$ cat src/rtl/scan_seq_pkg.sv
package scan_seq_pkg;

  typedef enum logic [2:0] {
    PH_IDLE,
    PH_FLUSH,
    PH_LOAD,
    PH_CAPT,
    PH_UNLOAD,
    PH_DONE
  } phase_e;

  // strobes from the sequencer to the datapath
  typedef struct packed {
    logic clearAll;    // start accepted: clear results
    logic driveFlush;  // chain test pattern on scan inputs
    logic checkFlush;  // compare chain test pattern at scan outputs
    logic driveLoad;   // vector state bits on scan inputs
    logic checkScan;   // compare held response at scan outputs
    logic capture;     // normal-mode cycle: drive inputs, compare outputs
    logic commitVec;   // last unload bit of a vector: settle its verdict
  } strobe_t;

endpackage

$ cat src/rtl/scan_seq_ctrl.sv
module scan_seq_ctrl
  import scan_seq_pkg::*;
#(
  parameter int NUM_VEC   = 16,
  parameter int CHAIN_LEN = 4,
  parameter int CNT_W     = 3,
  parameter int AW        = 4
) (
  input  logic             clk,
  input  logic             rstN,
  input  logic             start,
  output logic             done,
  output logic             testCtrl,
  output logic [AW-1:0]    vecAddr,
  output logic [CNT_W-1:0] shiftCnt,
  output strobe_t          strb
);

  localparam logic [CNT_W-1:0] LAST_SHIFT = CNT_W'(CHAIN_LEN - 1);
  localparam logic [CNT_W-1:0] LAST_FLUSH = CNT_W'(CHAIN_LEN + 3);
  localparam logic [CNT_W-1:0] FIRST_SEEN = CNT_W'(CHAIN_LEN);
  localparam logic [AW-1:0]    LAST_VEC   = AW'(NUM_VEC - 1);

  phase_e           phase, nxtPh;
  logic [CNT_W-1:0] cnt, nxtCnt;
  logic [AW-1:0]    vecIdx, nxtVec;

  always_comb begin
    nxtPh  = phase;
    nxtCnt = cnt;
    nxtVec = vecIdx;
    case (phase)
      PH_IDLE: begin
        if (start) begin
          nxtPh  = PH_FLUSH;
          nxtCnt = '0;
          nxtVec = '0;
        end
      end
      PH_FLUSH: begin
        if (cnt == LAST_FLUSH) begin
          nxtPh  = PH_LOAD;
          nxtCnt = '0;
        end else begin
          nxtCnt = cnt + 1'b1;
        end
      end
      PH_LOAD: begin
        if (cnt == LAST_SHIFT) begin
          nxtPh  = PH_CAPT;
          nxtCnt = '0;
        end else begin
          nxtCnt = cnt + 1'b1;
        end
      end
      PH_CAPT: begin
        nxtCnt = '0;
        if (vecIdx == LAST_VEC) begin
          nxtPh = PH_UNLOAD;
        end else begin
          nxtPh  = PH_LOAD;
          nxtVec = vecIdx + 1'b1;
        end
      end
      PH_UNLOAD: begin
        if (cnt == LAST_SHIFT) begin
          nxtPh  = PH_DONE;
          nxtCnt = '0;
        end else begin
          nxtCnt = cnt + 1'b1;
        end
      end
      PH_DONE:  nxtPh = PH_IDLE;
      default:  nxtPh = PH_IDLE;
    endcase
  end

  always_ff @(posedge clk or negedge rstN) begin
    if (!rstN) begin
      phase    <= PH_IDLE;
      cnt      <= '0;
      vecIdx   <= '0;
      testCtrl <= 1'b0;
    end else begin
      phase    <= nxtPh;
      cnt      <= nxtCnt;
      vecIdx   <= nxtVec;
      // mode select is a flop fed from the next phase: no decode glitch
      testCtrl <= (nxtPh == PH_FLUSH) || (nxtPh == PH_LOAD) || (nxtPh == PH_UNLOAD);
    end
  end

  always_comb begin
    strb            = '0;
    strb.clearAll   = (phase == PH_IDLE) && start;
    strb.driveFlush = (phase == PH_FLUSH);
    strb.checkFlush = (phase == PH_FLUSH) && (cnt >= FIRST_SEEN);
    strb.driveLoad  = (phase == PH_LOAD);
    strb.checkScan  = ((phase == PH_LOAD) && (vecIdx != '0)) || (phase == PH_UNLOAD);
    strb.capture    = (phase == PH_CAPT);
    strb.commitVec  = strb.checkScan && (cnt == LAST_SHIFT);
  end

  assign done     = (phase == PH_DONE);
  assign vecAddr  = vecIdx;
  assign shiftCnt = cnt;

  AST_DONE_SINGLE: assert property (@(posedge clk) disable iff (!rstN)
    done |=> !done);
  AST_CAPT_NORMAL: assert property (@(posedge clk) disable iff (!rstN)
    (phase == PH_CAPT) |-> !testCtrl);
  AST_MODE_ON_PHASE: assert property (@(posedge clk) disable iff (!rstN)
    !$stable(testCtrl) |-> !$stable(phase));
  AST_IDLE_QUIET: assert property (@(posedge clk) disable iff (!rstN)
    (phase == PH_IDLE) |-> !testCtrl);
  AST_VEC_RANGE: assert property (@(posedge clk) disable iff (!rstN)
    vecIdx <= LAST_VEC);

endmodule

$ cat src/rtl/scan_seq_dp.sv
module scan_seq_dp
  import scan_seq_pkg::*;
#(
  parameter int NUM_CHAINS = 2,
  parameter int CHAIN_LEN  = 4,
  parameter int PI_W       = 4,
  parameter int PO_W       = 3,
  parameter int NUM_VEC    = 16,
  parameter int CNT_W      = 3,
  localparam int NUM_SFF   = NUM_CHAINS * CHAIN_LEN,
  localparam int VEC_W     = 2 * NUM_SFF + PI_W + PO_W,
  localparam int CW        = $clog2(NUM_VEC + 1)
) (
  input  logic                  clk,
  input  logic                  rstN,
  input  strobe_t               strb,
  input  logic [CNT_W-1:0]      shiftCnt,
  input  logic [VEC_W-1:0]      vecData,
  input  logic [NUM_CHAINS-1:0] scanOut,
  input  logic [PO_W-1:0]       priOut,
  output logic [NUM_CHAINS-1:0] scanIn,
  output logic [PI_W-1:0]       priIn,
  output logic                  failFlag,
  output logic [CW-1:0]         failCount
);

  localparam int SEL_W = (CHAIN_LEN > 1) ? $clog2(CHAIN_LEN) : 1;
  localparam int ST_LO = PI_W;
  localparam int PO_LO = PI_W + NUM_SFF;
  localparam int EX_LO = PI_W + NUM_SFF + PO_W;

  logic [PI_W-1:0]       stimPi;
  logic [NUM_SFF-1:0]    stimSt;
  logic [PO_W-1:0]       expPo;
  logic [NUM_SFF-1:0]    expSt;
  logic [NUM_SFF-1:0]    expHold;
  logic                  vecBad;
  logic [SEL_W-1:0]      rPos;
  logic [1:0]            flushPh;
  logic                  flushExp;
  logic [NUM_CHAINS-1:0] expOut;
  logic                  scanMis, flushMis, poMis;

  assign stimPi = vecData[0 +: PI_W];
  assign stimSt = vecData[ST_LO +: NUM_SFF];
  assign expPo  = vecData[PO_LO +: PO_W];
  assign expSt  = vecData[EX_LO +: NUM_SFF];

  // shift cycle s serves chain position CHAIN_LEN-1-s on both ends
  assign rPos     = SEL_W'(CHAIN_LEN - 1) - shiftCnt[SEL_W-1:0];
  // pattern index seen at scan-out lags the drive index by CHAIN_LEN
  assign flushPh  = shiftCnt[1:0] - 2'(CHAIN_LEN % 4);
  assign flushExp = (flushPh >= 2'd2);

  for (genvar g = 0; g < NUM_CHAINS; g++) begin : g_chain
    logic [CHAIN_LEN-1:0] ldSlice;
    logic [CHAIN_LEN-1:0] hdSlice;
    assign ldSlice = stimSt[g*CHAIN_LEN +: CHAIN_LEN];
    assign hdSlice = expHold[g*CHAIN_LEN +: CHAIN_LEN];
    always_comb begin
      if (strb.driveFlush)     scanIn[g] = shiftCnt[1];
      else if (strb.driveLoad) scanIn[g] = ldSlice[rPos];
      else                     scanIn[g] = 1'b0;
    end
    assign expOut[g] = strb.checkFlush ? flushExp : hdSlice[rPos];
  end

  assign priIn    = strb.capture ? stimPi : '0;
  assign scanMis  = strb.checkScan && (scanOut != expOut);
  assign flushMis = strb.checkFlush && (scanOut != expOut);
  assign poMis    = strb.capture && (priOut != expPo);

  always_ff @(posedge clk or negedge rstN) begin
    if (!rstN) begin
      expHold   <= '0;
      vecBad    <= 1'b0;
      failFlag  <= 1'b0;
      failCount <= '0;
    end else if (strb.clearAll) begin
      vecBad    <= 1'b0;
      failFlag  <= 1'b0;
      failCount <= '0;
    end else begin
      if (flushMis || scanMis || poMis) failFlag <= 1'b1;
      if (strb.capture) begin
        expHold <= expSt;
        vecBad  <= poMis;
      end else if (strb.commitVec) begin
        if (vecBad || scanMis) failCount <= failCount + 1'b1;
        vecBad <= 1'b0;
      end else if (scanMis) begin
        vecBad <= 1'b1;
      end
    end
  end

  AST_COUNT_BOUND: assert property (@(posedge clk) disable iff (!rstN)
    failCount <= CW'(NUM_VEC));
  AST_COUNT_FLAGGED: assert property (@(posedge clk) disable iff (!rstN)
    (failCount != '0) |-> failFlag);
  AST_FLAG_STICKY: assert property (@(posedge clk) disable iff (!rstN)
    (failFlag && !strb.clearAll) |=> failFlag);
  AST_PI_QUIET: assert property (@(posedge clk) disable iff (!rstN)
    !strb.capture |-> (priIn == '0));

endmodule

$ cat src/rtl/scan_seq_top.sv
module scan_seq_top
  import scan_seq_pkg::*;
#(
  parameter int NUM_CHAINS = 2,
  parameter int CHAIN_LEN  = 4,
  parameter int PI_W       = 4,
  parameter int PO_W       = 3,
  parameter int NUM_VEC    = 16,
  localparam int NUM_SFF   = NUM_CHAINS * CHAIN_LEN,
  localparam int VEC_W     = 2 * NUM_SFF + PI_W + PO_W,
  localparam int AW        = (NUM_VEC > 1) ? $clog2(NUM_VEC) : 1,
  localparam int CW        = $clog2(NUM_VEC + 1),
  localparam int CNT_W     = $clog2(CHAIN_LEN + 4)
) (
  input  logic                  clk,
  input  logic                  rstN,
  input  logic                  start,
  output logic                  done,
  output logic [AW-1:0]         vecAddr,
  input  logic [VEC_W-1:0]      vecData,
  output logic                  testCtrl,
  output logic [NUM_CHAINS-1:0] scanIn,
  output logic [PI_W-1:0]       priIn,
  input  logic [NUM_CHAINS-1:0] scanOut,
  input  logic [PO_W-1:0]       priOut,
  output logic                  failFlag,
  output logic [CW-1:0]         failCount
);

  strobe_t          strb;
  logic [CNT_W-1:0] shiftCnt;

  scan_seq_ctrl #(
    .NUM_VEC   (NUM_VEC),
    .CHAIN_LEN (CHAIN_LEN),
    .CNT_W     (CNT_W),
    .AW        (AW)
  ) u_ctrl (
    .clk      (clk),
    .rstN     (rstN),
    .start    (start),
    .done     (done),
    .testCtrl (testCtrl),
    .vecAddr  (vecAddr),
    .shiftCnt (shiftCnt),
    .strb     (strb)
  );

  scan_seq_dp #(
    .NUM_CHAINS (NUM_CHAINS),
    .CHAIN_LEN  (CHAIN_LEN),
    .PI_W       (PI_W),
    .PO_W       (PO_W),
    .NUM_VEC    (NUM_VEC),
    .CNT_W      (CNT_W)
  ) u_dp (
    .clk       (clk),
    .rstN      (rstN),
    .strb      (strb),
    .shiftCnt  (shiftCnt),
    .vecData   (vecData),
    .scanOut   (scanOut),
    .priOut    (priOut),
    .scanIn    (scanIn),
    .priIn     (priIn),
    .failFlag  (failFlag),
    .failCount (failCount)
  );

endmodule

$ cat config.mk
export PLATFORM = sky130hd
export DESIGN_NAME = scan_seq_top
export DESIGN_NICKNAME = d
export VERILOG_FILES = /design/src/rtl/scan_seq_pkg.sv /design/src/rtl/scan_seq_ctrl.sv /design/src/rtl/scan_seq_dp.sv /design/src/rtl/scan_seq_top.sv
export SDC_FILE = /design/constraint.sdc
export NUM_CORES = 1
export LEC_CHECK = 0
export ABC_AREA = 1
export ABC_CLOCK_PERIOD_IN_PS = 1950
export BUFFER_PORTS_ARGS = -buffer_cell sky130_fd_sc_hd__clkbuf_2
export CAP_MARGIN = 20
export CORE_MARGIN = 2
export CORE_UTILIZATION = 43
export DETAILED_ROUTE_END_ITERATION = 8
export GPL_ROUTABILITY_DRIVEN = 0
export PLACE_DENSITY = 0.79
export SLEW_MARGIN = 10
export SYNTH_ARGS = -nofsm -noshare
export SYNTH_HDL_FRONTEND = slang
export SYNTH_HIERARCHICAL = 1
export SYNTH_SLANG_ARGS = --single-unit
$ cat constraint.sdc
create_clock -name clk -period 1.95 [get_ports clk]
set_input_delay 0.0975 -clock clk [delete_from_list [all_inputs] [get_ports clk]]
set_output_delay 0.0975 -clock clk [all_outputs]
set_load 0.03 [all_outputs]
==> results_dict.tcl <==
set metrics [dict create \
    outcome "complete, no violations" \
    busiest_layer "met2" \
    finalSetupViolCount 0 \
    fin_ws_ns 0.201 \
    io_buffers 48 \
    n_antenna_cell 0 \
    drtAntennaViolNets 0 \
    min_from "vecData[21]" \
    syn_area_per_cell_um2 7.61 \
    p_comb_frac 0.264 \
    worst_slew_pin_slew_ns 0.652 \
    final_nets 315 \
    synthCells 222 \
    start_util 0.455 \
    grt_max_degree 27 \
    ys_types 26 \
    clock-root-buffer "clkbuf_8" \
    critPathMostFrequentCell "nand2_1" \
    p_int_uw 1020 \
    p_sw_frac 0.318 \
    clk_pin_slew_worst_paths_ns 0.09 \
    worst_skew_pair.late_latency_ns 0.28 \
    fillCellCount 368 \
    crit_start "u_ctrl/phase[0]$_DFF_PN0_" \
    yosysSeqAreaShare 0.385 \
    use_met1 0.224 \
    path_buf_inv 2 \
    groute.usage.overall 0.177 \
    min_period_over_period 0.897 \
    seqCellArea_um2 652 \
    hold_path.class "input port to flop" \
    crit_slowest_cell "dfrtp_1" \
    ios 49 \
    power_frac_seq 0.434 \
    dp_hpwl_um 2900 \
    path_max_fanout 7 \
    h-tree-depth 1 \
    clock_path_buffers 2 \
    cts_buffers 3 \
    ys_warn_count 6 \
    worst_clock_skew_ns 0.00336 \
    drv_cap 0 \
    use_met2 0.319 \
    antenna_found_initial 0 \
    rsz0062_at_grt "no" \
    viasPerCell 4.92 \
    pwr-share-clk 0.302 \
    cpPeakStageDelay_ns 0.42 \
    r2r_start "u_ctrl/phase[0]$_DFF_PN0_" \
    leakage_uw 0.00117 \
    fp-row-count 22 \
    crit_chain "inv_1 > nand3_1 > inv_1 > nand2_1 > a21oi_1 > nor2_1 > a21oi_4 > nand2_4 > nand2_1 > nand2_1" \
    synth_top_cell_area_share 0.385 \
    peakVddDrop_uv 324 \
    num_vias 1595 \
    power.density_mw_per_mm2 719 \
    required_ns 2.13 \
    max_freq_mhz 572 \
    end_kind "flop" \
    cts_setup_buffers 0 \
    dp_slack_ns 0.145 \
    startpoint_type "flop" \
    coreArea_mm2 0.00372 \
    overflow 0 \
    syn_to_final_growth_pct 23.3 \
    crit_family "simple AND/OR/NAND/NOR gates" \
    arrival_ns 1.93 \
    drive_above_1_share 0.293 \
    cts_tree "built" \
    synthesis.nets 260 \
    clkSinkCount 26 \
    tns_ns 0 \
    syn-cell-area_mm2 0.00169 \
    synth-seq-cells 26 \
    wl_per_cell_um 11.4 \
    p_sw_uw 476 \
    grt_pass1_wl_um 6130 \
    hold_violations 0 \
    die_w_um 66.7 \
    reg2reg_slack_ns 0.20 \
    dr.pass1.iters 4 \
    min_period_ns 1.75 \
    grt_pass1_vias 1464 \
    synth_area_leaders "dfrtp_1 38%, nand2_1 13%, nand3_1 6.2%" \
    fp.dieH_um 66.7 \
    final_common_cell "nand2_1" \
    final_cell_mix "56 x nand2_1, 48 x clkbuf_2, 27 x inv_1, 25 x dfrtp_1, 22 x nor2_1" \
    critPathKind "flop to flop" \
    slew_headroom 0.566 \
    grtUsageMet3 0.0135 \
    drtIter0Drc 80 \
    wl_um 3690 \
    maxSlewViolCount 0 \
    yosysTopAreaCell "dfrtp_1" \
    drcViolationCount 0 \
    multi_input_area_um2 905 \
    dieArea_mm2 0.00445 \
]
[stage by stage]
stage / hold slack (ns) / util / std cells / cell area (um2) / power [uW]
2_1_floorplan: -0.198 / - / 222 / 1690 / 929
3_3_place_gp: 0.158 / 0.537 / 319 / 2000 / 1050
3_5_place_dp: 0.158 / 0.537 / 319 / 2000 / 1060
4_1_cts: 0.0491 / 0.559 / 324 / 2080 / 1510
5_1_grt: 0.0516 / 0.561 / 324 / 2080 / 1590
6_report: 0.0498 / 0.561 / 324 / 2080 / 1500
[registers in the layout (all words and copies together), names as in the netlist]
register	count
u_ctrl/testCtrl	1
u_ctrl/vecAddr	4
u_ctrl/shiftCnt	3
u_dp/failFlag	1
u_dp/expHold	8
u_dp/failCount	5
u_ctrl/phase	3
u_dp/vecBad	1
[per-layer routing]
metal	share of wire	wire (um)	up-vias
li1	-	-	822
met1	0.45	1650	731
met2	0.50	1840	38
met3	0.041	150	4
met4	0.011	41	0
met5	0	0	-
[final cells by class]
class                           instances  area share
Clock buffer                            3      0.0198
Multi-Input combinational cell        163       0.434
Inverter                               31      0.0594
Tap cell                               48      0.0288
Sequential cell                        26       0.313
Clock inverter                          1      0.0144
Timing Repair Buffer                   52       0.131
[synth_stat cells]
master    instances
a21oi_1           8
a21oi_4           1
buf_2             1
buf_6             1
dfrtp_1          26
ha_1              7
inv_1            27
inv_2             3
inv_8             1
mux2_2            7
nand2_1          57
nand2_2           5
nand2_4           4
nand3_1          21
nand3_2           1
nand3b_1          1
nand4_1           4
nor2_1           23
nor2_4            1
nor3_1            1
o211ai_1          2
o21ai_0           9
o21ai_1           4
o22ai_1           2
xnor2_1           4
xor2_1            1
[power groups by stage]
stage	logic, uW	registers (uW)	clock network (uW)
global placement	391	660	0
detailed placement	396	661	0
global route	443	665	482
finish	396	651	452
CTS	401	651	461
floorplan	189	740	0
[cells by family (layout without fill, tap and decap cells)]
group,Yosys count,count (layout),synth area share
XOR/XNOR,5,5,0.0259
multiplexers,7,7,0.0466
AND/OR/NAND/NOR,118,118,0.320
AO/OA/AOI/OAI,26,26,0.0881
buffers and inverters,33,87,0.0829
adder cells (fa/ha/maj),7,7,0.0518
flip-flops,26,26,0.385
[worst paths after layout]
kind | endpoint | cells after the start
worst min-delay path | u_dp/expHold[6]$_DFFE_PN0P_ | 2
worst max register to register | u_dp/failCount[4]$_DFFE_PN0P_ | 10
min in group asynchronous | u_dp/expHold[7]$_DFFE_PN0P_ | 2
worst max-delay path | u_dp/failCount[4]$_DFFE_PN0P_ | 10
max in group asynchronous | u_ctrl/phase[2]$_DFF_PN0_ | 2
worst min register to register | u_dp/expHold[4]$_DFFE_PN0P_ | 1
[repair_timing]
item,in CTS,in global routing
hold endpoints to repair,26,0
resized for setup,0,3
setup endpoints to repair,0,12
hold buffers,1,0
Power figures use the tool's default switching activity.
